--- config.mk ---
export PLATFORM = sky130hd
export DESIGN_NAME = tone_gen
export DESIGN_NICKNAME = d
export VERILOG_FILES = /design/src/rtl/tg_pkg.sv /design/src/rtl/tg_regs.sv /design/src/rtl/tg_tick.sv /design/src/rtl/tg_core.sv /design/src/rtl/tone_gen.sv
export SDC_FILE = /design/constraint.sdc
export NUM_CORES = 1
export LEC_CHECK = 0
export BUFFER_PORTS_ARGS = -buffer_cell sky130_fd_sc_hd__buf_2
export CORE_ASPECT_RATIO = 0.8
export CORE_MARGIN = 5
export CORE_UTILIZATION = 33
export DETAILED_ROUTE_END_ITERATION = 12
export PLACE_DENSITY_LB_ADDON = 0.05
export SLEW_MARGIN = 20
export SYNTH_ARGS = -nofsm -noshare
export SYNTH_HDL_FRONTEND = slang
export SYNTH_HIERARCHICAL = 1
export SYNTH_SLANG_ARGS = --single-unit
export TNS_END_PERCENT = 10
--- constraint.sdc ---
create_clock -name clk -period 2.1 [get_ports clk]
set_clock_uncertainty 0.1 [all_clocks]
set_input_delay 0.315 -clock clk [delete_from_list [all_inputs] [get_ports clk]]
set_output_delay 0.315 -clock clk [all_outputs]
set_load 0.005 [all_outputs]
--- src/rtl/tg_pkg.sv ---
package tg_pkg;
    localparam int ADDR_W    = 2;
    localparam logic [ADDR_W-1:0] ADDR_CTRL = 2'd0;
    localparam logic [ADDR_W-1:0] ADDR_LO   = 2'd1;
    localparam logic [ADDR_W-1:0] ADDR_HI   = 2'd2;
    localparam int CTRL_EN  = 0;
    localparam int CTRL_SEL = 1;
    localparam int CTRL_MOD = 2;

    typedef enum logic [1:0] {
        S_IDLE = 2'd0,
        S_RUN  = 2'd1,
        S_HOLD = 2'd2
    } tg_state_e;
endpackage

--- src/rtl/tg_regs.sv ---
module tg_regs
    import tg_pkg::*;
#(
    parameter int BYTE_W = 8,
    localparam int DIV_W = 2 * BYTE_W
) (
    input  logic              clk,
    input  logic              rst_n,
    input  logic              wr_en,
    input  logic [ADDR_W-1:0] wr_addr,
    input  logic [BYTE_W-1:0] wr_data,
    output logic              en_o,
    output logic              sel_o,
    output logic              mod_o,
    output logic [DIV_W-1:0]  div_o
);
    logic [BYTE_W-1:0] ctrl_q;
    logic [BYTE_W-1:0] lo_buf_q;
    logic [DIV_W-1:0]  div_q;

    always_ff @(posedge clk or negedge rst_n) begin
        if (!rst_n) begin
            ctrl_q   <= '0;
            lo_buf_q <= '0;
            div_q    <= '0;
        end else if (wr_en) begin
            unique case (wr_addr)
                ADDR_CTRL: ctrl_q   <= wr_data;
                ADDR_LO:   lo_buf_q <= wr_data;
                ADDR_HI:   div_q    <= {wr_data, lo_buf_q};
                default:   ;
            endcase
        end
    end

    assign en_o  = ctrl_q[CTRL_EN];
    assign sel_o = ctrl_q[CTRL_SEL];
    assign mod_o = ctrl_q[CTRL_MOD];
    assign div_o = div_q;

    // buffering the low byte never disturbs the committed value
    a_r4_lo_no_commit: assert property (@(posedge clk) disable iff (!rst_n)
        (wr_en && wr_addr == ADDR_LO) |=> $stable(div_q));
endmodule

--- src/rtl/tg_tick.sv ---
module tg_tick #(
    parameter int SYNC_STAGES = 2
) (
    input  logic clk,
    input  logic rst_n,
    input  logic ref_in,
    input  logic sel,
    output logic ref_lvl_o,
    output logic tick_o
);
    logic [SYNC_STAGES-1:0] sync_q;
    logic                   prev_q;

    generate
        for (genvar i = 0; i < SYNC_STAGES; i++) begin : g_sync
            if (i == 0) begin : g_first
                always_ff @(posedge clk or negedge rst_n) begin
                    if (!rst_n) sync_q[0] <= 1'b0;
                    else        sync_q[0] <= ref_in;
                end
            end else begin : g_rest
                always_ff @(posedge clk or negedge rst_n) begin
                    if (!rst_n) sync_q[i] <= 1'b0;
                    else        sync_q[i] <= sync_q[i-1];
                end
            end
        end
    endgenerate

    always_ff @(posedge clk or negedge rst_n) begin
        if (!rst_n) prev_q <= 1'b0;
        else        prev_q <= sync_q[SYNC_STAGES-1];
    end

    assign ref_lvl_o = sync_q[SYNC_STAGES-1];
    assign tick_o    = sel ? (ref_lvl_o & ~prev_q) : 1'b1;

    // in reference mode a tick is never issued on two consecutive cycles
    a_r6_ref_tick_edge: assert property (@(posedge clk) disable iff (!rst_n)
        (sel && tick_o) |=> (!tick_o || !sel));
endmodule

--- src/rtl/tg_core.sv ---
module tg_core
    import tg_pkg::*;
#(
    parameter int DIV_W = 16
) (
    input  logic             clk,
    input  logic             rst_n,
    input  logic             en,
    input  logic             mod,
    input  logic             tick,
    input  logic             ref_lvl,
    input  logic [DIV_W-1:0] div,
    output logic             tone_o
);
    tg_state_e        state_q, state_d;
    logic [DIV_W-1:0] cnt_q;
    logic             tone_q;
    logic             out_q;
    logic             terminal;
    logic             tone_n;

    assign terminal = en && tick && (cnt_q == '0);
    assign tone_n   = terminal ? ~tone_q : tone_q;

    always_comb begin
        state_d = state_q;
        unique case (state_q)
            S_IDLE: if (div != '0) state_d = en ? S_RUN : S_HOLD;
            S_RUN: begin
                if (!en)                        state_d = S_HOLD;
                else if (terminal && div == '0) state_d = S_IDLE;
            end
            S_HOLD: begin
                if (div == '0) state_d = S_IDLE;
                else if (en)   state_d = S_RUN;
            end
            default: state_d = S_IDLE;
        endcase
    end

    always_ff @(posedge clk or negedge rst_n) begin
        if (!rst_n) state_q <= S_IDLE;
        else        state_q <= state_d;
    end

    always_ff @(posedge clk or negedge rst_n) begin
        if (!rst_n) begin
            cnt_q  <= '0;
            tone_q <= 1'b1;
            out_q  <= 1'b1;
        end else begin
            unique case (state_q)
                S_IDLE: begin
                    cnt_q  <= div;
                    tone_q <= 1'b1;
                    out_q  <= 1'b1;
                end
                S_RUN: begin
                    if (en) begin
                        if (terminal)  cnt_q <= div;
                        else if (tick) cnt_q <= cnt_q - 1'b1;
                        tone_q <= tone_n;
                        out_q  <= mod ? (tone_n & ref_lvl) : tone_n;
                    end
                end
                S_HOLD: ;
                default: ;
            endcase
        end
    end

    assign tone_o = out_q;

    // idle forces a high output
    a_r3_idle_high: assert property (@(posedge clk) disable iff (!rst_n)
        (state_q == S_IDLE) |=> out_q);
    // output frozen while disabled
    a_r5_hold_frozen: assert property (@(posedge clk) disable iff (!rst_n)
        (state_q == S_HOLD || (state_q == S_RUN && !en)) |=> out_q == $past(out_q));
    // counter steps by one per tick
    a_r1_step_one: assert property (@(posedge clk) disable iff (!rst_n)
        (state_q == S_RUN && en && tick && cnt_q != '0) |=> cnt_q == $past(cnt_q) - 1'b1);
    // tone only changes at a terminal count
    a_r8_toggle_terminal: assert property (@(posedge clk) disable iff (!rst_n)
        (state_q == S_RUN && !terminal) |=> tone_q == $past(tone_q));
    // modulation gates output low while reference is low
    a_r7_mod_gate: assert property (@(posedge clk) disable iff (!rst_n)
        (state_q == S_RUN && en && mod && !ref_lvl) |=> !out_q);
endmodule

--- src/rtl/tone_gen.sv ---
module tone_gen
    import tg_pkg::*;
#(
    parameter int BYTE_W      = 8,
    parameter int SYNC_STAGES = 2,
    localparam int DIV_W      = 2 * BYTE_W
) (
    input  logic              clk,
    input  logic              rst_n,
    input  logic              wr_en,
    input  logic [ADDR_W-1:0] wr_addr,
    input  logic [BYTE_W-1:0] wr_data,
    input  logic              ref_clk,
    output logic              tone_out
);
    logic             en, sel, mod, tick, ref_lvl;
    logic [DIV_W-1:0] div;

    tg_regs #(.BYTE_W(BYTE_W)) u_regs (
        .clk(clk), .rst_n(rst_n), .wr_en(wr_en), .wr_addr(wr_addr),
        .wr_data(wr_data), .en_o(en), .sel_o(sel), .mod_o(mod), .div_o(div)
    );

    tg_tick #(.SYNC_STAGES(SYNC_STAGES)) u_tick (
        .clk(clk), .rst_n(rst_n), .ref_in(ref_clk), .sel(sel),
        .ref_lvl_o(ref_lvl), .tick_o(tick)
    );

    tg_core #(.DIV_W(DIV_W)) u_core (
        .clk(clk), .rst_n(rst_n), .en(en), .mod(mod), .tick(tick),
        .ref_lvl(ref_lvl), .div(div), .tone_o(tone_out)
    );
endmodule

==> results of run 1 <==
[repair_timing]
action	CTS	global route
setup endpoints to repair	17	19
gates cloned	0	0
hold endpoints to repair	22	0
gates resized for setup	6	6
setup buffers	1	0
hold buffers	2	0
pin swaps	7	3
[how the worst min path moves through the flow]
| stage | start | to | slack (ns) |
|---|---|---|---|
| after floorplan | rst_n | u_core/cnt_q[0]$_DFFE_PN0P_ | -0.08 |
| after global placement | rst_n | u_regs/div_o[6]$_DFFE_PN0P_ | 0.23 |
| after detailed placement | rst_n | u_regs/lo_buf_q[6]$_DFFE_PN0P_ | 0.24 |
| after CTS | wr_data[3] | u_regs/div_o[11]$_DFFE_PN0P_ | 0.13 |
| after global routing | wr_data[4] | u_regs/div_o[12]$_DFFE_PN0P_ | 0.13 |
| final | wr_data[3] | u_regs/div_o[11]$_DFFE_PN0P_ | 0.15 |
[area by class of cell]
| cell class | count | area [µm²] |
|---|---|---|
| inverters | 9 | 33.8 |
| fillers | 720 | 4350 |
| clock inverters | 2 | 15.0 |
| multi-input cells | 148 | 1190 |
| well taps | 105 | 131 |
| flip-flops and latches | 50 | 1250 |
| clock buffers | 6 | 72.6 |
| repair buffers | 49 | 378 |
[cell usage after synthesis (2+ instances only)]
cell | instances | area share [%]
dfrtp_1 | 48 | 48
nand2_1 | 19 | 2.8
mux2_2 | 17 | 7.6
mux2i_1 | 11 | 4.4
a21oi_1 | 10 | 2.0
mux2_4 | 10 | 5.9
o21ai_0 | 10 | 2.0
inv_1 | 9 | 1.3
nor4_1 | 9 | 2.2
nor2_1 | 8 | 1.2
a2bb2oi_1 | 6 | 2.1
nand3_1 | 5 | 0.99
a22oi_1 | 4 | 1.2
buf_6 | 4 | 1.8
clkbuf_1 | 4 | 0.59
nand4_1 | 4 | 0.99
nor3_1 | 4 | 0.79
a311o_1 | 2 | 0.79
dfstp_2 | 2 | 2.1
ha_1 | 2 | 0.99
nand2b_1 | 2 | 0.49
nor2b_1 | 2 | 0.49
o21ai_2 | 2 | 0.69
[through the flow]
stage / total power [µW] / utilization, % / worst slack (ns) / area, µm²
after floorplan: 2300 / - / 0.00101 / 2530
after global placement: 2850 / 39.4 / -0.0165 / 2930
after detailed placement: 2880 / 39.4 / -0.0657 / 2930
after CTS: 3500 / 41.2 / -0.0806 / 3060
after global routing: 3730 / 41.4 / -0.111 / 3070
final: 3490 / 41.4 / -0.0487 / 3070
[sequential cells by signal, summed over array words and instances (netlist names), 2 cells and up]
name and count:
u_regs/ctrl_q 3, u_core/state_q 2, u_regs/div_o 16, u_core/cnt_q 16, u_regs/lo_buf_q 8
[worst max-delay path, stage by stage (launching register included)]
cell      delay (ns)
dfrtp_1         0.40
or4_4           0.57
nor4b_4         0.27
buf_4           0.18
a21boi_4        0.06
buf_6           0.15
a311o_1         0.31
[kinds of logic (layout without fill, tap and decap cells)]
family	after synthesis	in the layout	share of synthesized area [%]
compound gates	44	44	12.2
xor+xnor	1	1	0.347
fa+ha+maj	2	2	0.990
buf+inv	18	66	4.01
flops	50	50	49.6
mux	38	38	17.9
simple gates	63	63	15.0
[routing by layer]
layer | global-route usage (%) | part of all wire, % | vias to the layer above
li1 | - | - | 891
met2 | 19.8 | 42 | 43
met4 | 4.36 | 1.9 | 0
met5 | 0 | 0 | -
met1 | 18.5 | 51 | 914
met3 | 4.45 | 5.1 | 10
[power groups by stage]
| stage | logic, µW | clock network [µW] | registers (µW) |
|---|---|---|---|
| 2_1_floorplan | 805 | 0 | 1490 |
| 4_1_cts | 1380 | 596 | 1520 |
| 6_report | 1400 | 570 | 1510 |
| 3_5_place_dp | 1350 | 0 | 1540 |
| 5_1_grt | 1530 | 647 | 1550 |
| 3_3_place_gp | 1320 | 0 | 1530 |
==> metrics.yaml, run 1 <==
status: "finished, violations left"
violations: "setup timing"
cp.required_ns: 2.20
ir_worst_vdd_uv: 375
syn_area_per_cell_um2: 11.7
rsz0062_at_grt: "yes"
final_common_cell: "dfrtp_1"
slew_headroom_pct: 61.1
cts.sinks: 50
clockPowerShare_pct: 16.3
synthToLayoutAreaGrowth_pct: 21.6
fin_nets: 279
hp-class: "in -> reg"
fp.dieArea_um2: 9520
clock_latency_ns: 0.30
grt_usage_pct: 13.4
dpl.hpwl_um: 4380
power.share.switching_pct: 35.5
fin_crit_sh_pct: 102
synth-seq-cells: 50
regToRegEndpoint: "u_core/cnt_q[13]$_DFFE_PN0P_"
num_rows: 28
cts_max_path_buffers: 2
synth.distinct_cells: 45
ff2ff_path_depth: 6
drt_pass1_iterations: 5
cts_buffers: 5
placed_cells: 358
synthArstFlopShare_pct: 100
tritoncts: "yes"
synth.yosys.seq_area_share_pct: 49.6
slew_violations: 0
drive_above_1_share_pct: 36.4
root_buffer: "clkbuf_8"
fin_tns_setup_ns: -0.255
fmaxAchievable_mhz: 465
path_clk_slew_ns: 0.09
fin_crit_ns: 2.15
worstReg2RegStart: "u_core/cnt_q[5]$_DFFE_PN0P_"
synth_flop_cell: "dfrtp_1"
synth-edff-count: 0
p_leak_uw: 0.00134
critPathCaptureType: "register"
gp_congestion: 0.790
synth_cells: 216
grt.overflow.total: 0
drc: 0
whs_path_depth: 2
diodes: 0
wl_per_cell_um: 15.6
htree_levels: 2
synth_nets: 232
power.switching_uw: 1240
setup_viol: 12
hold_viol: 0
worstSetupStartpoint: "u_core/cnt_q[5]$_DFFE_PN0P_"
num_io_pins: 15
critPathLaunchType: "register"
core-area_um2: 7430
final_cell_mix: "dfrtp_1 (48), buf_4 (28), nand2_1 (19)"
grt_pass1_wl_um: 9800
layout_setup_ws_ns: -0.0487
port_buffers: 14
vias: 1858
antenna_found_initial: 0
first_global_vias: 1959
yosysWarningCount: 6
critPathArrivalTime_ns: 2.25
cp_max_fo: 13
chipHeight_um: 88.3
r2r_slack_ns: -0.05
p_int_uw: 2250
path_class: "reg -> reg"
pwr-share-seq_pct: 43.4
hold-worst-slack_ns: 0.146
cap_violations: 0
vias_per_cell: 5.04
fin_cells: 369
grt_max_degree: 30
start_util_pct: 34.0
drtIter0Drc: 103
synth_area_um2: 2530
tightest_slew_ns: 0.578
die_x_um: 108
p_comb_share_pct: 40.3
routed_wirelength_um: 5760
power_density_nw_per_um2: 1130
endpoint: "u_core/cnt_q[13]$_DFFE_PN0P_"
ant_nets: 0
(Power assumes the default switching activity.)
==> run 2, diff against run 1 <==
--- a/config.mk
+++ b/config.mk
@@ -16,4 +16,4 @@
 export SYNTH_HDL_FRONTEND = slang
 export SYNTH_HIERARCHICAL = 1
 export SYNTH_SLANG_ARGS = --single-unit
-export TNS_END_PERCENT = 10
+export TNS_END_PERCENT = 30
==> run 2 against run 1 <==
The run still ends with setup timing left. Global-route usage stayed put. Final area increased by 0.24%. Sequential share of layout area down 0.099 points. Non-clock buffer count up 1. Worst setup slack lost 0.0058 ns. Register-to-register slack about the same. Die area did not move. Largest power group unchanged.
==> metrics.yaml, run 2 (synthesis gave the netlist of run 1 again) <==
multi_input_area_um2: 1190
final_util_pct: 41.5
core-area_um2: 7430
num_io_pins: 15
critPathCaptureType: "register"
fin_crit_sh_pct: 103
antenna_found_initial: 0
rsz0062_at_grt: "yes"
fin_nets: 280
cpPeakStageDelay_ns: 0.57
start_util_pct: 34.0
chipHeight_um: 88.3
cts_buffers: 5
clock_latency_ns: 0.30
synthToLayoutAreaGrowth_pct: 21.9
dpl.hpwl_um: 4380
diodes: 0
drc: 0
drt_pass1_iterations: 4
power_uw: 3490
first_global_vias: 1959
vias: 1854
port_buffers: 14
tritoncts: "yes"
final_cell_mix: "dfrtp_1 (48), buf_4 (28), nand2_1 (18)"
die_x_um: 108
p_leak_uw: 0.00135
ir_worst_vdd_uv: 376
wl_per_cell_um: 15.7
clockPowerShare_pct: 16.3
slew_headroom_pct: 62.1
hp-class: "in -> reg"
num_rows: 28
critPathLaunchType: "register"
grt_pass1_wl_um: 9800
root_buffer: "clkbuf_8"
gp_congestion: 0.790
power.share.switching_pct: 35.6
cts.sinks: 50
setup_viol: 15
p_comb_share_pct: 40.4
grt.overflow.total: 0
slowest_stage: "or4_4"
slew_violations: 0
path_class: "reg -> reg"
cts_max_path_buffers: 2
vias_per_cell: 5.01
pwr-share-seq_pct: 43.4
grt_max_degree: 30
htree_levels: 2
ant_nets: 0
final_common_cell: "dfrtp_1"
fin_crit_ns: 2.15
power_density_nw_per_um2: 1130
critPathArrivalTime_ns: 2.25
hold_viol: 0
drive_above_1_share_pct: 37.0
cap_violations: 0
drtIter0Drc: 77
path_clk_slew_ns: 0.09
power.switching_uw: 1240
fill_cells: 719
cp.required_ns: 2.20
fp.dieArea_um2: 9520
fmaxAchievable_mhz: 464
path_cells: "or4_4 > nor4b_4 > buf_4 > a21boi_4 > buf_8 > a311o_1"
cp_max_fo: 13
grt_usage_pct: 13.4
status: "finished, violations left"
tightest_slew_ns: 0.568
seq_area_um2: 1250
violations: "setup timing"
pre_cts_slack_ns: -0.0657
layout_setup_ws_ns: -0.0545
p_int_uw: 2250
routed_wirelength_um: 5800
[run 2: cell types whose count changed in the layout (fill, tap and decap cells not counted)]
cell and change:
o21ai_0 +1, nand2_1 -1, o21ai_1 -1, nand2_2 +1, buf_2 +1
[run 2: per-layer routing]
metal  up-vias  wire length, µm  track usage (%)
met5         -                0                0
met4         0              107             4.36
li1        894                -                -
met1       905             2910             18.5
met2        45             2440             19.8
met3        10              334             4.45
[run 2: metrics by stage]
stage | area [µm²] | cells | hold slack [ns] | TNS, ns
floorplan | 2530 | 216 | -0.0806 | 0
global placement | 2930 | 358 | 0.231 | -0.0421
detailed placement | 2930 | 358 | 0.236 | -0.482
CTS | 3060 | 369 | 0.135 | -0.957
global route | 3080 | 370 | 0.130 | -1.30
finish | 3080 | 370 | 0.146 | -0.281
[run 2: power by group through the flow]
| stage | Clock, µW | Combinational, µW | Sequential, µW |
|---|---|---|---|
| 4_1_cts | 596 | 1380 | 1520 |
| 3_3_place_gp | 0 | 1320 | 1530 |
| 3_5_place_dp | 0 | 1350 | 1540 |
| 2_1_floorplan | 0 | 805 | 1490 |
| 6_report | 569 | 1410 | 1510 |
| 5_1_grt | 647 | 1540 | 1550 |
[run 2: worst max-delay path, delay by kind of cell (launching register included)]
family | cells | cell delay [ns]
AOI/OAI and AO/OA | 2 | 0.37
buffers and inverters | 2 | 0.33
DFF | 1 | 0.40
and+or+nand+nor | 2 | 0.85
[run 2: worst paths after layout]
check,startpoint,end,slack (ns),cells past startpoint
worst max register to register,u_core/cnt_q[5]$_DFFE_PN0P_,u_core/cnt_q[11]$_DFFE_PN0P_,-0.05,6
max in group asynchronous,rst_n,u_core/tone_q$_DFFE_PN1P_,0.85,3
worst min-delay path,wr_data[3],u_regs/div_o[11]$_DFFE_PN0P_,0.15,2
worst max-delay path,u_core/cnt_q[5]$_DFFE_PN0P_,u_core/cnt_q[11]$_DFFE_PN0P_,-0.05,6
worst min register to register,u_tick/sync_q[0]$_DFF_PN0_,u_tick/ref_lvl_o$_DFF_PN0_,0.26,0
min in group asynchronous,rst_n,u_regs/lo_buf_q[6]$_DFFE_PN0P_,0.42,2
[run 2: layout make-up]
| type | count | area share, % |
|---|---|---|
| clock buffer | 6 | 2.35 |
| multi-input combinational | 148 | 38.7 |
| sequential | 50 | 40.7 |
| tap | 105 | 4.26 |
| clock inverter | 2 | 0.487 |
| inverter | 9 | 1.10 |
| timing repair buffer | 50 | 12.4 |
[run 2: timing repair]
action,in CTS,in global routing
endpoints found under the setup margin,17,19
resized for setup,6,6
pin swaps,7,5
hold buffers,2,0
cloned,0,1
setup buffers,1,0
hold endpoints to repair,22,0
